`config.mk`:
```
export PLATFORM = sky130hd
export DESIGN_NAME = burst_addr_gen
export DESIGN_NICKNAME = d
export VERILOG_FILES = /design/src/rtl/burst_pkg.sv /design/src/rtl/burst_check.sv /design/src/rtl/burst_next.sv /design/src/rtl/burst_addr_gen.sv
export SDC_FILE = /design/constraint.sdc
export NUM_CORES = 1
export LEC_CHECK = 0
export BUFFER_PORTS_ARGS = -buffer_cell sky130_fd_sc_hd__buf_2
export CAP_MARGIN = 20
export CORE_UTILIZATION = 60
export DETAILED_ROUTE_END_ITERATION = 10
export GPL_TIMING_DRIVEN = 0
export PLACE_DENSITY = 0.79
export RECOVER_POWER = 25
export SYNTH_ARGS = -nofsm -noshare
export SYNTH_HDL_FRONTEND = slang
export SYNTH_SLANG_ARGS = --single-unit
```
`constraint.sdc`:
```
create_clock -name clk -period 3.6 [get_ports clk]
set_input_delay 0 -clock clk [delete_from_list [all_inputs] [get_ports clk]]
set_output_delay 0 -clock clk [all_outputs]
set_load 0.02 [all_outputs]
```
`src/rtl/burst_pkg.sv`:
```
package burst_pkg;

  typedef enum logic [1:0] {
    BK_FIXED = 2'b00,
    BK_INCR  = 2'b01,
    BK_WRAP  = 2'b10,
    BK_RSVD  = 2'b11
  } burst_kind_e;

  // Folding bursts may only span these beat counts.
  function automatic logic wrap_count_ok(input logic [31:0] cnt);
    return (cnt == 32'd2) || (cnt == 32'd4) || (cnt == 32'd8) || (cnt == 32'd16);
  endfunction

endpackage

```
`src/rtl/burst_check.sv`:
```
module burst_check
  import burst_pkg::*;
#(
  parameter int ADDR_W   = 32,
  parameter int LEN_W    = 9,
  parameter int MAX_SIZE = 3
) (
  input  logic [ADDR_W-1:0] start_addr,
  input  logic [2:0]        size,
  input  logic [LEN_W-1:0]  beats,
  input  burst_kind_e       kind,
  output logic [ADDR_W-1:0] wrap_mask,
  output logic              legal,
  output logic              bad_align,
  output logic              bad_count,
  output logic              bad_field
);

  localparam logic [ADDR_W-1:0] ONE = ADDR_W'(1);

  logic [ADDR_W-1:0] low_mask;

  always_comb begin
    low_mask  = (ONE << size) - ONE;
    wrap_mask = (ADDR_W'(beats) << size) - ONE;
    bad_align = (kind == BK_WRAP) && ((start_addr & low_mask) != '0);
    bad_count = (kind == BK_WRAP) && !wrap_count_ok(32'(beats));
    bad_field = (32'(size) > MAX_SIZE) || (beats == '0) || (kind == BK_RSVD);
    legal     = !(bad_align || bad_count || bad_field);
  end

endmodule

```
`src/rtl/burst_next.sv`:
```
module burst_next
  import burst_pkg::*;
#(
  parameter int ADDR_W = 32
) (
  input  logic [ADDR_W-1:0] cur_addr,
  input  logic [2:0]        size,
  input  burst_kind_e       kind,
  input  logic [ADDR_W-1:0] wrap_mask,
  output logic [ADDR_W-1:0] next_addr
);

  localparam logic [ADDR_W-1:0] ONE = ADDR_W'(1);

  function automatic logic [ADDR_W-1:0] step_incr(input logic [ADDR_W-1:0] a,
                                                  input logic [2:0] sz);
    logic [ADDR_W-1:0] stride;
    stride = ONE << sz;
    return (a & ~(stride - ONE)) + stride;
  endfunction

  function automatic logic [ADDR_W-1:0] step_wrap(input logic [ADDR_W-1:0] a,
                                                  input logic [2:0] sz,
                                                  input logic [ADDR_W-1:0] m);
    logic [ADDR_W-1:0] stride;
    stride = ONE << sz;
    return (a & ~m) | ((a + stride) & m);
  endfunction

  always_comb begin
    unique case (kind)
      BK_INCR: next_addr = step_incr(cur_addr, size);
      BK_WRAP: next_addr = step_wrap(cur_addr, size, wrap_mask);
      default: next_addr = cur_addr;
    endcase
  end

endmodule

```
`src/rtl/burst_addr_gen.sv`:
```
module burst_addr_gen
  import burst_pkg::*;
#(
  parameter int ADDR_W   = 32,
  parameter int LEN_W    = 9,
  parameter int MAX_SIZE = 3
) (
  input  logic              clk,
  input  logic              rst_n,
  input  logic              start_i,
  input  logic [ADDR_W-1:0] start_addr_i,
  input  logic [2:0]        size_i,
  input  logic [LEN_W-1:0]  beats_i,
  input  logic [1:0]        kind_i,
  input  logic              beat_ready_i,
  output logic              beat_valid_o,
  output logic [ADDR_W-1:0] beat_addr_o,
  output logic [LEN_W-1:0]  beat_idx_o,
  output logic              beat_last_o,
  output logic              err_o
);

  burst_kind_e       req_kind;
  logic [ADDR_W-1:0] req_mask;
  logic              req_legal;
  logic              bad_align, bad_count, bad_field;

  logic              busy_q;
  logic [ADDR_W-1:0] addr_q;
  logic [LEN_W-1:0]  idx_q;
  logic [LEN_W-1:0]  last_idx_q;
  logic [2:0]        size_q;
  burst_kind_e       kind_q;
  logic [ADDR_W-1:0] mask_q;
  logic              err_q;
  logic [ADDR_W-1:0] addr_next;

  // Named internal events.
  logic accept_ev, reject_ev, beat_fire, final_fire;

  assign req_kind   = burst_kind_e'(kind_i);
  assign accept_ev  = start_i && !busy_q && req_legal;
  assign reject_ev  = start_i && !busy_q && !req_legal;
  assign beat_fire  = busy_q && beat_ready_i;
  assign final_fire = beat_fire && (idx_q == last_idx_q);

  burst_check #(.ADDR_W(ADDR_W), .LEN_W(LEN_W), .MAX_SIZE(MAX_SIZE)) u_check (
    .start_addr (start_addr_i),
    .size       (size_i),
    .beats      (beats_i),
    .kind       (req_kind),
    .wrap_mask  (req_mask),
    .legal      (req_legal),
    .bad_align  (bad_align),
    .bad_count  (bad_count),
    .bad_field  (bad_field)
  );

  burst_next #(.ADDR_W(ADDR_W)) u_next (
    .cur_addr  (addr_q),
    .size      (size_q),
    .kind      (kind_q),
    .wrap_mask (mask_q),
    .next_addr (addr_next)
  );

  always_ff @(posedge clk) begin
    if (!rst_n) begin
      busy_q     <= 1'b0;
      addr_q     <= '0;
      idx_q      <= '0;
      last_idx_q <= '0;
      size_q     <= '0;
      kind_q     <= BK_FIXED;
      mask_q     <= '0;
      err_q      <= 1'b0;
    end else begin
      err_q <= reject_ev;
      if (accept_ev) begin
        busy_q     <= 1'b1;
        addr_q     <= start_addr_i;
        idx_q      <= '0;
        last_idx_q <= beats_i - LEN_W'(1);
        size_q     <= size_i;
        kind_q     <= req_kind;
        mask_q     <= req_mask;
      end else if (final_fire) begin
        busy_q <= 1'b0;
      end else if (beat_fire) begin
        addr_q <= addr_next;
        idx_q  <= idx_q + LEN_W'(1);
      end
    end
  end

  assign beat_valid_o = busy_q;
  assign beat_addr_o  = addr_q;
  assign beat_idx_o   = idx_q;
  assign beat_last_o  = busy_q && (idx_q == last_idx_q);
  assign err_o        = err_q;


  reset_quiet_chk: assert property (@(posedge clk)
    $past(!rst_n) |-> (!beat_valid_o && !err_o));


  hold_on_stall_chk: assert property (@(posedge clk) disable iff (!rst_n)
    (beat_valid_o && !beat_ready_i) |=>
      (beat_valid_o && $stable(beat_addr_o) && $stable(beat_idx_o)));


  idx_step_chk: assert property (@(posedge clk) disable iff (!rst_n)
    (beat_fire && !beat_last_o) |=> (beat_idx_o == $past(beat_idx_o) + LEN_W'(1)));


  drop_after_last_chk: assert property (@(posedge clk) disable iff (!rst_n)
    (beat_valid_o && beat_ready_i && beat_last_o) |=> (!beat_valid_o || $past(start_i)));


  err_after_start_chk: assert property (@(posedge clk) disable iff (!rst_n)
    err_o |-> ($past(start_i) && !beat_valid_o));


  fixed_repeat_chk: assert property (@(posedge clk) disable iff (!rst_n)
    (beat_fire && !beat_last_o && kind_q == BK_FIXED) |=> $stable(beat_addr_o));


  incr_aligned_chk: assert property (@(posedge clk) disable iff (!rst_n)
    (beat_valid_o && kind_q == BK_INCR && beat_idx_o != '0) |->
      ((beat_addr_o & ((ADDR_W'(1) << size_q) - ADDR_W'(1))) == '0));


  wrap_container_chk: assert property (@(posedge clk) disable iff (!rst_n)
    (beat_fire && !beat_last_o && kind_q == BK_WRAP) |=>
      (((beat_addr_o ^ $past(beat_addr_o)) & ~mask_q) == '0));


  busy_start_chk: assert property (@(posedge clk) disable iff (!rst_n)
    (start_i && beat_valid_o && !beat_fire) |=> $stable(beat_addr_o));

endmodule

```
Word-level counts from Yosys, hierarchy flattened
Index checks and enable logic that the tools add are counted.
- input port bits: 50
- register bits: 89
- word-level logic and storage cells: 70
- output and inout bits: 44
- add/sub/neg operators: 7
- order comparisons: 1
- shift-type cells: 3
- equality and inequality tests: 10
- reduce and logical (&&, ||, !) cells: 26
- bitwise operators: 9
- multiplexer cells: 6
- operators with widths (operator ; number):
    $and A32 B32 Y32 ; 4
    $mux W32 ; 3
    $sub A32 B1 Y32 const B ; 3
    $add A32 B32 Y32 ; 2
    $not A32 Y32 ; 2
    $pmux W32 S2 ; 1
    $shl A1 B3 Y32 const A ; 2
    $or A32 B32 Y32 ; 1
    $reduce_bool A32 Y1 ; 1
    $shl A9 B3 Y32 ; 1
    $add A9 B1 Y9 const B ; 1
    $eq A9 B2 Y1 const B ; 1
    $eq A9 B3 Y1 const B ; 1
    $eq A9 B4 Y1 const B ; 1
    $eq A9 B5 Y1 const B ; 1
    $eq A9 B9 Y1 ; 1
    $logic_not A9 Y1 ; 1
    $sub A9 B1 Y9 const B ; 1
    $logic_and A1 B1 Y1 ; 8
    $logic_or A1 B1 Y1 ; 7
    $eq A2 B2 Y1 const B ; 3
    $reduce_bool A2 Y1 ; 2
    $gt A3 B2 Y1 const B ; 1
    $logic_not A1 Y1 ; 3
    8 further kinds ; 10

Logic depth before layout (Yosys ltp)
- depth in word-level cells: 12
- gate-level depth with buffers: 16
- mapped depth without buffers: 13

Cells and area by module
A second synthesis with hierarchy kept.
- cells, all modules: 1126
- area total of the unflattened synthesis: 8149.1 µm²
- modules (own cells, without submodules) (module ; area each (µm²) ; sequential area each (µm²) ; instances ; cells an instance):
    burst_addr_gen ; 3573.4 ; 1781.7 ; 1 ; 427
    burst_next ; 2962.8 ; 0.0 ; 1 ; 467
    burst_check ; 1612.8 ; 0.0 ; 1 ; 232

Least setup slack after synthesis
No wires, ideal clock.
- path type: register to register
- start point: register size_q[0]
- end point: register (tool-made name)
- slack: 0.372 ns
- arrival time: 3.125 ns
- data required time: 3.497 ns
- setup time: 0.103 ns
- period minus slack after synthesis: 3.228 ns
- stages on the path, launching flop included: 16
- path buffers: 2
- cells stage by stage: dfxtp_1 buf_2 buf_4 or3_1 inv_1 ha_1 inv_1 fa_1 nor2b_1 o31a_1 a2bb2oi_2 nand3_1 nor2_1 xnor2_1 and3_1 a2111oi_2
- RTL lines (item ; RTL line ; source):
    start, declared ; burst_addr_gen.sv:32 ; logic [2:0] size_q;
    start signal, assigned ; burst_addr_gen.sv:84 ; size_q <= size_i;

==> flow_summary.toml <==
[cts]
cts_buffer_depth = 2
clock_sinks = 88
path_clk_slew_ns = 0.07
cts_tree = "done"
numCtsBuffers = 9
cts-root-buf = "clkbuf_16"
clk_latency_ns = 0.36
htreeDepth = 3

[outcome]
status = "complete, no violations"

[worst_setup_path]
reg2reg_slack_ns = 0.14
crit_required_ns = 3.88
worst_path_most_repeated_cell = "buf_4"
cp_slowest_stage_delay_ns = 0.41
cp-start-kind = "register"
worst_path_max_delay_cell = "or3_4"
worst-path-max-fanout = 10
arrival_ns = 3.74
criticalPathCategory = "reg -> reg"
critical_path.endpoint_type = "register"
cp_cell_sequence = "buf_2 > buf_4 > or3_4 > inv_2 > ha_4 > inv_1 > fa_2 > nor2b_2 > o31a_1 > a2bb2oi_4 > buf_4 > a31oi_1 > o21ai_1 > o22ai_1 > a31o_1 > a21oi_1"

[routing]
viasPerCell = 6.56
initialDrtViolationCount = 1113
drc = 0
first_pass_iters = 8
routed_wl_mm = 25.8
routed-via-count = 8106
post_drt_wl_per_cell_um = 20.9
antenna_left = 0

[synth]
ys_ff_latch = 88
synth_top_area_share = 0.239
yosysUniqueCellTypes = 86
synth_nets = 1037
async_reset_ff_frac = 0
synth_edf_count = 0
syn_area_um2 = 7360
synth-compound-area-share = 0.280
synthMuxAreaShare = 0.0420
synthCells = 964
synthTopCellsByArea = "dfxtp_1, nand2_1, xnor2_1, xor2_1, nor2_1"
synth_flop_cell = "dfxtp_1"
synth_top_cell_by_area = "dfxtp_1"
synth_top_family_by_area = "compound AO/OA/AOI/OAI gates"
avgSynthCellArea_um2 = 7.63
synth_adder_area_share = 0.0401
ys_seq_area_frac = 0.239
yosys.area_share.simple = 0.241
yosys_warnings = 0
synth-xor-area-share = 0.0941

[floorplan]
initial_core_util = 0.615
die-area_um2 = 12700
die_h_um = 113
fp-row-count = 40
die_width_um = 113
core_area_um2 = 12000
io_pins = 94

[final_layout]
drive_above_1_share = 0.146
fin_nets = 1156
final_common_cell = "nand2_1"
syn_to_final_growth_pct = 16.3
diodes = 0
fin_cells = 1235
design_area_um2 = 8560
final_cell_mix = "nand2_1, dfxtp_1, nor2_1, clkbuf_1, buf_2"

[grt]
track_usage = 0.410
grt-ovfl-total = 0
grt_first_pass_wirelength_mm = 40.6
grt_max_degree = 17
antenna_found_initial = 0
first_global_vias = 7559

[timing]
drv_slew = 0
worst_pin_slew_ns = 0.935
slew-limit-headroom = 0.377
worst_clock_skew_ns = 0.00621
setup_viol = 0
hold_viol_final = 0
timing.fmax_mhz = 289
fin_crit_ns = 3.46
rsz0062_at_grt = "false"
fin_tns_setup_ns = 0
finalCritPeriodShare = 0.960

[placement]
hpwl_mm = 18.6
port_buffers = 87
dpl.cell_count = 1198
placed_area_um2 = 7980
place_congestion = 0.978

[pwr]
p_per_area_nw_per_um2 = 311
p_seq_frac = 0.397
p_int_mw = 1.83
p_clk_frac = 0.402
p_switching_mw = 0.829
power.share.combinational = 0.201
p_leak_nw = 3.26
swShare = 0.311
ir_worst_vdd_mv = 0.240

[flow_run]
drv_cap = 0

[worst_hold_path]
hold_path_class = "in -> reg"
==> Yosys cell counts, types with 6 or more instances <==
| cell type | n |
|---|---|
| and3_1 | 25 |
| nand4_1 | 16 |
| clkbuf_1 | 48 |
| o21a_1 | 25 |
| a21o_1 | 8 |
| a311oi_1 | 6 |
| xor2_1 | 37 |
| nor2_1 | 84 |
| a21oi_1 | 58 |
| mux2i_1 | 14 |
| o21ai_0 | 52 |
| dfxtp_1 | 88 |
| a211oi_1 | 11 |
| o22ai_1 | 12 |
| nand2_1 | 118 |
| xnor2_1 | 42 |
| inv_1 | 23 |
| o221ai_1 | 6 |
| a211oi_2 | 10 |
| o211ai_1 | 9 |
| buf_4 | 7 |
| a31oi_1 | 17 |
| o21ai_1 | 8 |
| buf_2 | 13 |
| nand3_1 | 37 |
| nor2b_1 | 17 |
| and4_1 | 7 |
| nor3_1 | 13 |
| nand2b_1 | 8 |
| buf_6 | 6 |
| and2_1 | 8 |
| ha_1 | 22 |
==> power by group through the flow <==
| stage | logic (mW) | clock network [mW] | registers [mW] |
|---|---|---|---|
| final | 0.535 | 1.07 | 1.06 |
| after global routing | 0.573 | 1.10 | 1.06 |
| after CTS | 0.518 | 1.06 | 1.06 |
| after detailed placement | 0.502 | 0 | 1.08 |
| after global placement | 0.496 | 0 | 1.08 |
| after floorplan | 0.329 | 0 | 1.09 |
==> final timing paths <==
kind,cells past startpoint,start,to
hold reg to reg,1,mask_q[17],mask_q[17]
setup / recovery,16,size_q[0],register
hold / removal,3,start_addr_i[10],register
setup reg to reg,16,size_q[0],register
==> cells by family after synthesis <==
kind of cell	after synthesis
muxes	24
and+or+nand+nor	361
AOI/OAI and AO/OA	287
xor gates and xnor gates	79
DFF	88
adders and majority gates	23
buffers and inverters	102
==> per-layer routing <==
metal  GRT usage  up-vias  share of wire
met2       0.628      506           0.44
met5           0        -              0
li1            -     3735              -
met3      0.0809      103           0.12
met4       0.212        0          0.044
met1       0.548     3762           0.40
==> critical path, delay by kind of cell (launching register included) <==
family          cells  cell delay, ns
fa+ha+maj           2            0.52
flops               1            0.31
compound gates      7            1.28
simple gates        2            0.54
buf+inv             5            0.71
==> stage by stage <==
step                hold WS [ns]  setup slack (ns)  utilization  power [mW]
CTS                      0.00565           0.00391        0.712        2.63
global placement           0.273            -0.340        0.667        1.57
global route              0.0361           0.00540        0.715        2.73
finish                   0.00719             0.144        0.715        2.66
detailed placement         0.276            -0.416        0.667        1.58
floorplan                  0.136             0.372            -        1.42
==> cell type report <==
| class | instances | area [um^2] |
|---|---|---|
| Timing Repair Buffer | 109 | 603 |
| Tap cell | 147 | 184 |
| Clock inverter | 7 | 101 |
| Clock buffer | 9 | 225 |
| Buffer | 75 | 377 |
| Multi-Input combinational cell | 774 | 5210 |
| Inverter | 26 | 97.6 |
| Sequential cell | 88 | 1760 |
| Fill cell | 1024 | 3410 |
==> timing repair <==
item / CTS / global route
setup buffers: 4 / 2
pin swaps: 2 / 6
setup endpoints to repair: 17 / 87
gates resized for setup: 4 / 23
endpoints found under the hold margin: 16 / 0
gates cloned: 0 / 0
hold buffers: 16 / 0
No activity file was read; power rests on OpenSTA's default activity.
